$ cat src/rtl/pmu_pkg.sv
// Shared register addresses, overflow action codes and event numbers for the
// performance monitor. Assumes a 4-bit register address.
package pmu_pkg;
    localparam int REG_AW = 4;

    typedef enum logic [REG_AW-1:0] {
        A_CTRL   = 4'd0,
        A_ENSET  = 4'd1,
        A_ENCLR  = 4'd2,
        A_OVF    = 4'd3,
        A_IENSET = 4'd4,
        A_IENCLR = 4'd5,
        A_SEL    = 4'd6,
        A_EVCNT  = 4'd7,
        A_EVTYPE = 4'd8,
        A_CYCCNT = 4'd9,
        A_ACTION = 4'd10,
        A_SWINC  = 4'd11
    } reg_addr_e;

    typedef enum logic [1:0] {
        ACT_NONE = 2'd0,
        ACT_HALT = 2'd1,
        ACT_STOP = 2'd2,
        ACT_SKIP = 2'd3
    } ovf_act_e;

    localparam logic [7:0] EVT_SOFT     = 8'h00;
    localparam logic [7:0] EVT_EXT_BASE = 8'h40;
endpackage

$ cat src/rtl/pmu_prescale.sv
// Cycle-counter prescaler. While run is high it emits a tick every clock, or
// once every 2**LOG2 clocks when div_on is set. clr restarts the division.
// Assumes run already folds in the global and cycle-counter enables.
module pmu_prescale #(
    parameter int LOG2 = 6
) (
    input  logic clk,
    input  logic rst_n,
    input  logic clr,
    input  logic run,
    input  logic div_on,
    output logic tick
);
    logic [LOG2-1:0] pcnt_q;

    assign tick = run && (!div_on || (pcnt_q == '1));

    // Advance the divider only while running in divided mode.
    always_ff @(posedge clk) begin
        if (!rst_n || clr) pcnt_q <= '0;
        else if (run && div_on) pcnt_q <= pcnt_q + 1'b1;
    end

    p_spacing_r7: assert property (@(posedge clk) disable iff (!rst_n)
        (tick && div_on && !clr) |=> !(tick && div_on));
endmodule

$ cat src/rtl/pmu_counter.sv
// One wrapping counter with clear, load and an optional skip-after-wrap mode.
// Priority is clear over load over increment. wrap is high during the
// increment that takes the count from all-ones to zero.
module pmu_counter #(
    parameter int W = 32
) (
    input  logic         clk,
    input  logic         rst_n,
    input  logic         clr,
    input  logic         load,
    input  logic [W-1:0] load_val,
    input  logic         inc,
    input  logic         skip_mode,
    output logic [W-1:0] count,
    output logic         wrap
);
    logic skip_pend_q;

    assign wrap = inc && !clr && !load && !skip_pend_q && (count == '1);

    // Count register and pending-skip flag update.
    always_ff @(posedge clk) begin
        if (!rst_n || clr) begin
            count       <= '0;
            skip_pend_q <= 1'b0;
        end else if (load) begin
            count       <= load_val;
            skip_pend_q <= 1'b0;
        end else if (inc) begin
            if (skip_pend_q) begin
                skip_pend_q <= 1'b0;
            end else begin
                count <= count + 1'b1;
                if (count == '1 && skip_mode) skip_pend_q <= 1'b1;
            end
        end
    end

    p_hold_r4: assert property (@(posedge clk) disable iff (!rst_n)
        (!inc && !clr && !load) |=> $stable(count));
    p_skip_r11: assert property (@(posedge clk) disable iff (!rst_n)
        (skip_pend_q && inc && !clr && !load) |=> (count == '0));
endmodule

$ cat src/rtl/pmu_unit.sv
// Performance monitor: NUM_EV event counters plus one cycle counter behind a
// flat register port. Enable, overflow and interrupt-enable masks share one
// bit map (bit i = event counter i, bit 31 = cycle counter).
// Assumes 2 <= NUM_EV <= 15, 2 <= EXT_N <= 64 and CNT_W <= 32.
module pmu_unit
    import pmu_pkg::*;
#(
    parameter int         NUM_EV    = 4,
    parameter int         EXT_N     = 4,
    parameter int         CNT_W     = 32,
    parameter int         DIV_LOG2  = 6,
    parameter logic [7:0] IMPL_CODE = 8'h5A,
    parameter logic [7:0] ID_CODE   = 8'h13
) (
    input  logic              clk,
    input  logic              rst_n,
    input  logic              reg_wr,
    input  logic [REG_AW-1:0] reg_addr,
    input  logic [31:0]       reg_wdata,
    output logic [31:0]       reg_rdata,
    input  logic [EXT_N-1:0]  ev_ext,
    output logic              irq
);
    localparam int SEL_W = 5;
    localparam int EXT_IW = $clog2(EXT_N);
    localparam logic [31:0] MAP_MASK = {1'b1, {(31-NUM_EV){1'b0}}, {NUM_EV{1'b1}}};
    localparam logic [31:0] ACT_MASK = {2'b11, {(30-2*NUM_EV){1'b0}}, {(2*NUM_EV){1'b1}}};

    logic             ge_q, div_q;
    logic [31:0]      en_q, ovf_q, ien_q, act_q;
    logic [SEL_W-1:0] sel_q;
    logic [7:0]       evtype_q [NUM_EV];

    logic [CNT_W-1:0] ev_count [NUM_EV];
    logic [NUM_EV-1:0] ev_wrap;
    logic [CNT_W-1:0] cyc_count;
    logic             cyc_wrap, cyc_tick;
    logic [31:0]      wrap_vec, stop_vec;
    logic             halt_any;

    logic wr_ctrl, wr_enset, wr_enclr, wr_ovf, wr_ienset, wr_ienclr;
    logic wr_sel, wr_evcnt, wr_evtype, wr_cyccnt, wr_action, wr_swinc, sel_ok;

    // Register write decode.
    always_comb begin
        wr_ctrl   = reg_wr && (reg_addr == A_CTRL);
        wr_enset  = reg_wr && (reg_addr == A_ENSET);
        wr_enclr  = reg_wr && (reg_addr == A_ENCLR);
        wr_ovf    = reg_wr && (reg_addr == A_OVF);
        wr_ienset = reg_wr && (reg_addr == A_IENSET);
        wr_ienclr = reg_wr && (reg_addr == A_IENCLR);
        wr_sel    = reg_wr && (reg_addr == A_SEL);
        wr_evcnt  = reg_wr && (reg_addr == A_EVCNT);
        wr_evtype = reg_wr && (reg_addr == A_EVTYPE);
        wr_cyccnt = reg_wr && (reg_addr == A_CYCCNT);
        wr_action = reg_wr && (reg_addr == A_ACTION);
        wr_swinc  = reg_wr && (reg_addr == A_SWINC);
        sel_ok    = (sel_q < SEL_W'(NUM_EV));
    end

    // One event counter per slice, each with its own event selection.
    for (genvar g = 0; g < NUM_EV; g++) begin : g_ev
        logic hit;
        always_comb begin
            if (evtype_q[g] == EVT_SOFT)
                hit = wr_swinc && reg_wdata[g];
            else if (evtype_q[g] >= EVT_EXT_BASE && evtype_q[g] < EVT_EXT_BASE + 8'(EXT_N))
                hit = ev_ext[evtype_q[g][EXT_IW-1:0]];
            else
                hit = 1'b0;
        end
        pmu_counter #(.W(CNT_W)) i_cnt (
            .clk      (clk),
            .rst_n    (rst_n),
            .clr      (wr_ctrl && reg_wdata[1]),
            .load     (wr_evcnt && sel_ok && (sel_q == SEL_W'(g))),
            .load_val (reg_wdata[CNT_W-1:0]),
            .inc      (ge_q && en_q[g] && hit),
            .skip_mode(act_q[2*g +: 2] == ACT_SKIP),
            .count    (ev_count[g]),
            .wrap     (ev_wrap[g])
        );
    end

    pmu_prescale #(.LOG2(DIV_LOG2)) i_pre (
        .clk   (clk),
        .rst_n (rst_n),
        .clr   (wr_ctrl && reg_wdata[2]),
        .run   (ge_q && en_q[31]),
        .div_on(div_q),
        .tick  (cyc_tick)
    );

    pmu_counter #(.W(CNT_W)) i_cyc (
        .clk      (clk),
        .rst_n    (rst_n),
        .clr      (wr_ctrl && reg_wdata[2]),
        .load     (wr_cyccnt),
        .load_val (reg_wdata[CNT_W-1:0]),
        .inc      (cyc_tick),
        .skip_mode(act_q[31:30] == ACT_SKIP),
        .count    (cyc_count),
        .wrap     (cyc_wrap)
    );

    // Gather wraps into the shared bit map and decode the overflow actions.
    always_comb begin
        wrap_vec = '0;
        stop_vec = '0;
        wrap_vec[NUM_EV-1:0] = ev_wrap;
        wrap_vec[31] = cyc_wrap;
        halt_any = cyc_wrap && (act_q[31:30] == ACT_HALT);
        stop_vec[31] = cyc_wrap && (act_q[31:30] == ACT_STOP);
        for (int i = 0; i < NUM_EV; i++) begin
            stop_vec[i] = ev_wrap[i] && (act_q[2*i +: 2] == ACT_STOP);
            if (ev_wrap[i] && (act_q[2*i +: 2] == ACT_HALT)) halt_any = 1'b1;
        end
    end

    // Control, mask, action and select registers; hardware actions win.
    always_ff @(posedge clk) begin
        if (!rst_n) begin
            ge_q  <= 1'b0;
            div_q <= 1'b0;
            en_q  <= '0;
            ovf_q <= '0;
            ien_q <= '0;
            act_q <= '0;
            sel_q <= '0;
        end else begin
            if (halt_any)     ge_q <= 1'b0;
            else if (wr_ctrl) ge_q <= reg_wdata[0];
            if (wr_ctrl) div_q <= reg_wdata[3];
            en_q  <= ((en_q | ({32{wr_enset}} & reg_wdata & MAP_MASK))
                      & ~({32{wr_enclr}} & reg_wdata)) & ~stop_vec;
            ovf_q <= (ovf_q & ~({32{wr_ovf}} & reg_wdata)) | wrap_vec;
            ien_q <= (ien_q | ({32{wr_ienset}} & reg_wdata & MAP_MASK))
                     & ~({32{wr_ienclr}} & reg_wdata);
            if (wr_action) act_q <= reg_wdata & ACT_MASK;
            if (wr_sel)    sel_q <= reg_wdata[SEL_W-1:0];
        end
    end

    // Event numbers, written through the window for the selected counter.
    always_ff @(posedge clk) begin
        for (int i = 0; i < NUM_EV; i++) begin
            if (!rst_n) evtype_q[i] <= '0;
            else if (wr_evtype && sel_q == SEL_W'(i)) evtype_q[i] <= reg_wdata[7:0];
        end
    end

    assign irq = |(ovf_q & ien_q);

    // Read mux, including the indirect windows.
    always_comb begin
        logic [CNT_W-1:0] sel_cnt;
        logic [7:0]       sel_type;
        sel_cnt  = '0;
        sel_type = '0;
        for (int i = 0; i < NUM_EV; i++) begin
            if (sel_q == SEL_W'(i)) begin
                sel_cnt  = ev_count[i];
                sel_type = evtype_q[i];
            end
        end
        case (reg_addr)
            A_CTRL:            reg_rdata = {IMPL_CODE, ID_CODE, 5'(NUM_EV), 7'b0, div_q, 2'b00, ge_q};
            A_ENSET, A_ENCLR:  reg_rdata = en_q;
            A_OVF:             reg_rdata = ovf_q;
            A_IENSET, A_IENCLR: reg_rdata = ien_q;
            A_SEL:             reg_rdata = 32'(sel_q);
            A_EVCNT:           reg_rdata = 32'(sel_cnt);
            A_EVTYPE:          reg_rdata = 32'(sel_type);
            A_CYCCNT:          reg_rdata = 32'(cyc_count);
            A_ACTION:          reg_rdata = act_q;
            default:           reg_rdata = '0;
        endcase
    end

    p_flag_source_r9: assert property (@(posedge clk) disable iff (!rst_n)
        ((ovf_q & ~$past(ovf_q) & ~$past(wrap_vec)) == 32'b0));
    p_stop_r11: assert property (@(posedge clk) disable iff (!rst_n)
        (stop_vec != 32'b0) |=> ((en_q & $past(stop_vec)) == 32'b0));
    p_halt_r11: assert property (@(posedge clk) disable iff (!rst_n)
        halt_any |=> !ge_q);
    p_map_r3: assert property (@(posedge clk) disable iff (!rst_n)
        ((en_q | ien_q) & ~MAP_MASK) == 32'b0);
endmodule

$ cat config.mk
export PLATFORM = sky130hd
export DESIGN_NAME = pmu_unit
export DESIGN_NICKNAME = d
export VERILOG_FILES = /design/src/rtl/pmu_pkg.sv /design/src/rtl/pmu_prescale.sv /design/src/rtl/pmu_counter.sv /design/src/rtl/pmu_unit.sv
export SDC_FILE = /design/constraint.sdc
export NUM_CORES = 1
export LEC_CHECK = 0
export CELL_PAD_IN_SITES_DETAIL_PLACEMENT = 1
export CELL_PAD_IN_SITES_GLOBAL_PLACEMENT = 1
export CORE_UTILIZATION = 35
export CTS_CLUSTER_SIZE = 20
export DETAILED_ROUTE_END_ITERATION = 8
export GPL_TIMING_DRIVEN = 1
export PLACE_DENSITY_LB_ADDON = 0.12
export SLEW_MARGIN = 10
export SYNTH_ARGS = -nofsm -noshare
export SYNTH_HDL_FRONTEND = slang
export SYNTH_SLANG_ARGS = --single-unit
export TNS_END_PERCENT = 10
$ cat constraint.sdc
create_clock -name clk -period 2.9 [get_ports clk]
set_clock_uncertainty 0.1 [all_clocks]
set_input_delay 0.29 -clock clk [delete_from_list [all_inputs] [get_ports clk]]
set_output_delay 0.29 -clock clk [all_outputs]
set_load 0.01 [all_outputs]
==> results.json <==
{
  "fp.dieH_um": 222,
  "fin_ws_ns": -0.0699,
  "drv_cap": 0,
  "routed_wl_um": 76200,
  "cts-root-buf": "clkbuf_16",
  "synth_ff_type": "dfxtp_1",
  "holdBufCountCts": 0,
  "boundaryPins": 76,
  "final.min_clock_period_ns": 2.97,
  "antenna_found_initial": 2,
  "die_w_um": 222,
  "min_from": "rst_n",
  "synth_area_per_cell_um2": 8.08,
  "start_util": 0.355,
  "grt_start_max_net_pins": 60,
  "grt.total_usage": 0.306,
  "ys_warn_count": 0,
  "grt_pass1_vias": 17300,
  "area_growth_pct": 25.3,
  "cp-end-kind": "output port",
  "hpwl_um": 55200,
  "p_total_uw": 10300,
  "synth.top_cells.by_area": "dfxtp_1 (34%), a21oi_1 (6.7%), nand2_1 (5.9%), edfxtp_1 (5.7%), xnor2_1 (5.3%)",
  "fin_nets": 2287,
  "clk_latency_ns": 0.58,
  "htree_levels": 2,
  "async_flop_share": 0,
  "synth_edf_count": 32,
  "clkSlewWorstSetupHoldPaths_ns": 0.07,
  "tns_ns": -0.276,
  "grt_pass1_wl_um": 114000,
  "routedWlPerCell_um": 26.4,
  "postSynthNetCount": 2150,
  "netlist_instances": 2101,
  "fill_cells": 5593,
  "dieArea_um2": 49400,
  "crit_arrival_ns": 2.58,
  "dr.pass1.iters": 8,
  "clock_sinks": 316,
  "pwr-share-clk": 0.493,
  "drc": 0,
  "avgViaCountPerCell": 6.00,
  "grt_setup_unrepaired": "yes",
  "drt_iter0_markers": 1459,
  "violations": "negative setup slack",
  "p_int_uw": 7700,
  "swShare": 0.254,
  "startpoint": "sel_q[0]",
  "netSwitchingPower_uw": 2630,
  "synth-seq-cells": 316,
  "overflow": 0,
  "yosys.area.top_type": "dfxtp_1",
  "status": "finished with violations",
  "fin_crit_sh": 1.02,
  "pwr-share-seq": 0.436,
  "row_count": 80,
  "fin_util": 0.445,
  "hold_viol": 0,
  "synth_top_area_share": 0.335,
  "max_freq_mhz": 337,
  "path_max_fanout": 16,
  "yosysSeqAreaShare": 0.392,
  "cp-start-kind": "register",
  "rr_startpoint": "g_ev[2].i_cnt.count[8]",
  "worstPathRequired_ns": 2.51,
  "p_comb_frac": 0.071,
  "dpl_cell_area_um2": 19600,
  "ys_types": 78,
  "clock_path_buffers": 3,
  "worstMarginPinSlew_ns": 1.09,
  "drive_gt1_frac": 0.154,
  "gp_congestion": 0.918,
  "core-area_um2": 47700,
  "setup_viol": 7,
  "port_buffers": 75,
  "worstSetupPathType": "reg -> out",
  "slew_headroom": 0.271,
  "powerDensity_nw_per_um2": 485,
  "leakage_uw": 0.00724,
  "synth_area_um2": 17000,
  "cts_tree": "yes",
  "ant_nets": 0,
  "finalMaxSlewViolations": 0,
  "fin_area_um2": 21300,
  "numCtsBuffers": 40,
  "vias": 17300,
  "ir_worst_vdd_mv": 0.335,
  "hold_path_class": "in -> reg"
}
worst paths after layout:
path | cells past startpoint | endpoint | slack (ns)
worst max-delay path | 9 | reg_rdata[7] | -0.07
worst max register to register | 6 | g_ev[2].i_cnt.skip_pend_q | 0.30
worst min-delay path | 3 | en_q[0] | 0.13
worst min register to register | 2 | en_q[10] | 0.34
worst max-delay path, cell delays in order (launching register included):
cell	delay [ns]
dfxtp_4	0.47
buf_4	0.16
clkinvlp_4	0.11
buf_12	0.19
a211oi_2	0.21
a21oi_1	0.11
a22oi_1	0.23
buf_4	0.18
nand4_1	0.14
buf_2	0.18
metal layers:
metal | track usage | up-vias | wire [um]
li1 | - | 7880 | -
met1 | 0.414 | 8794 | 33500
met2 | 0.505 | 532 | 36100
met3 | 0.0442 | 103 | 4840
met4 | 0.0878 | 0 | 1770
met5 | 0 | - | 0
power by group through the flow:
stage	Combinational [uW]	Sequential, uW	Clock (uW)
after floorplan	299	4570	0
after global placement	688	4590	0
after detailed placement	698	4600	0
after CTS	715	4500	5150
after global routing	762	4510	5330
final	729	4500	5090
cell type report:
type / instances / area, um2 / area share
clock inverters: 10 / 88.8 / 0.00418
multi-input cells: 1591 / 9910 / 0.466
diodes: 2 / 5.00 / 0.000235
inverters: 38 / 146 / 0.00688
repair buffers: 251 / 2470 / 0.116
clock buffers: 60 / 1220 / 0.0573
well taps: 615 / 769 / 0.0362
flip-flops and latches: 316 / 6660 / 0.313
flip-flops by register name (all words and copies together) (netlist names):
name	count
act_q	10
div_q	1
en_q	32
evtype_q	32
g_ev.i_cnt.count	128
g_ev.i_cnt.skip_pend_q	4
ge_q	1
i_cyc.count	32
i_cyc.skip_pend_q	1
i_pre.pcnt_q	6
ien_q	32
ovf_q	32
sel_q	5
what timing repair did:
item / in CTS / in global routing
pin swaps: 16 / 2
buffers inserted: 6 / 1
setup endpoints to repair: 33 / 27
gates cloned: 1 / 1
gates resized for setup: 114 / 18
cells in the mapped netlist, drive strengths merged, types with 3 or more instances:
cell	n
a221o	3
and4	24
inv	37
and2	62
a222oi	26
nor4b	5
a22oi	27
a31oi	4
nor4	25
xor2	56
a21oi	227
nor3	52
buf	20
or3	4
or4	5
nor2	130
a21boi	4
nand3	103
clkbuf	136
or2	3
nand2	266
ha	6
nor2b	8
mux2i	49
a221oi	4
dfxtp	284
nand2b	6
nand3b	7
nor3b	4
o21ai	148
mux2	15
and3	15
a211oi	70
o211ai	17
o221ai	6
xnor2	102
o21a	5
edfxtp	32
nand4	66
logic make-up after synthesis:
family	count (synthesis)	synth area share
simple gates	795	0.235
compound gates	566	0.203
flops	316	0.392
buf+inv	194	0.0438
xor+xnor	158	0.0815
mux	65	0.0402
fa+ha+maj	7	0.00501
cell usage in the layout (no fill, tap or decap), types with 32 or more instances in the layout:
cell	instances
clkdlybuf4s50_1	41
mux2i_1	40
dfxtp_1	279
nand3_1	102
a21oi_1	220
a211oi_1	58
nor3_1	48
clkbuf_16	43
o21ai_0	143
nand4_1	65
nor2_1	126
edfxtp_1	32
nand2_1	263
xor2_1	56
inv_1	36
buf_4	142
xnor2_1	102
and2_1	58
metrics by stage:
stage,worst slack (ns),std cells,hold WS [ns]
global route,-0.218,2881,0.122
floorplan,0.557,2101,0.277
global placement,-0.477,2802,0.321
detailed placement,-0.405,2802,0.326
CTS,-0.202,2879,0.101
finish,-0.0699,2883,0.126
Note: power is estimated with default switching activity, not from simulation.
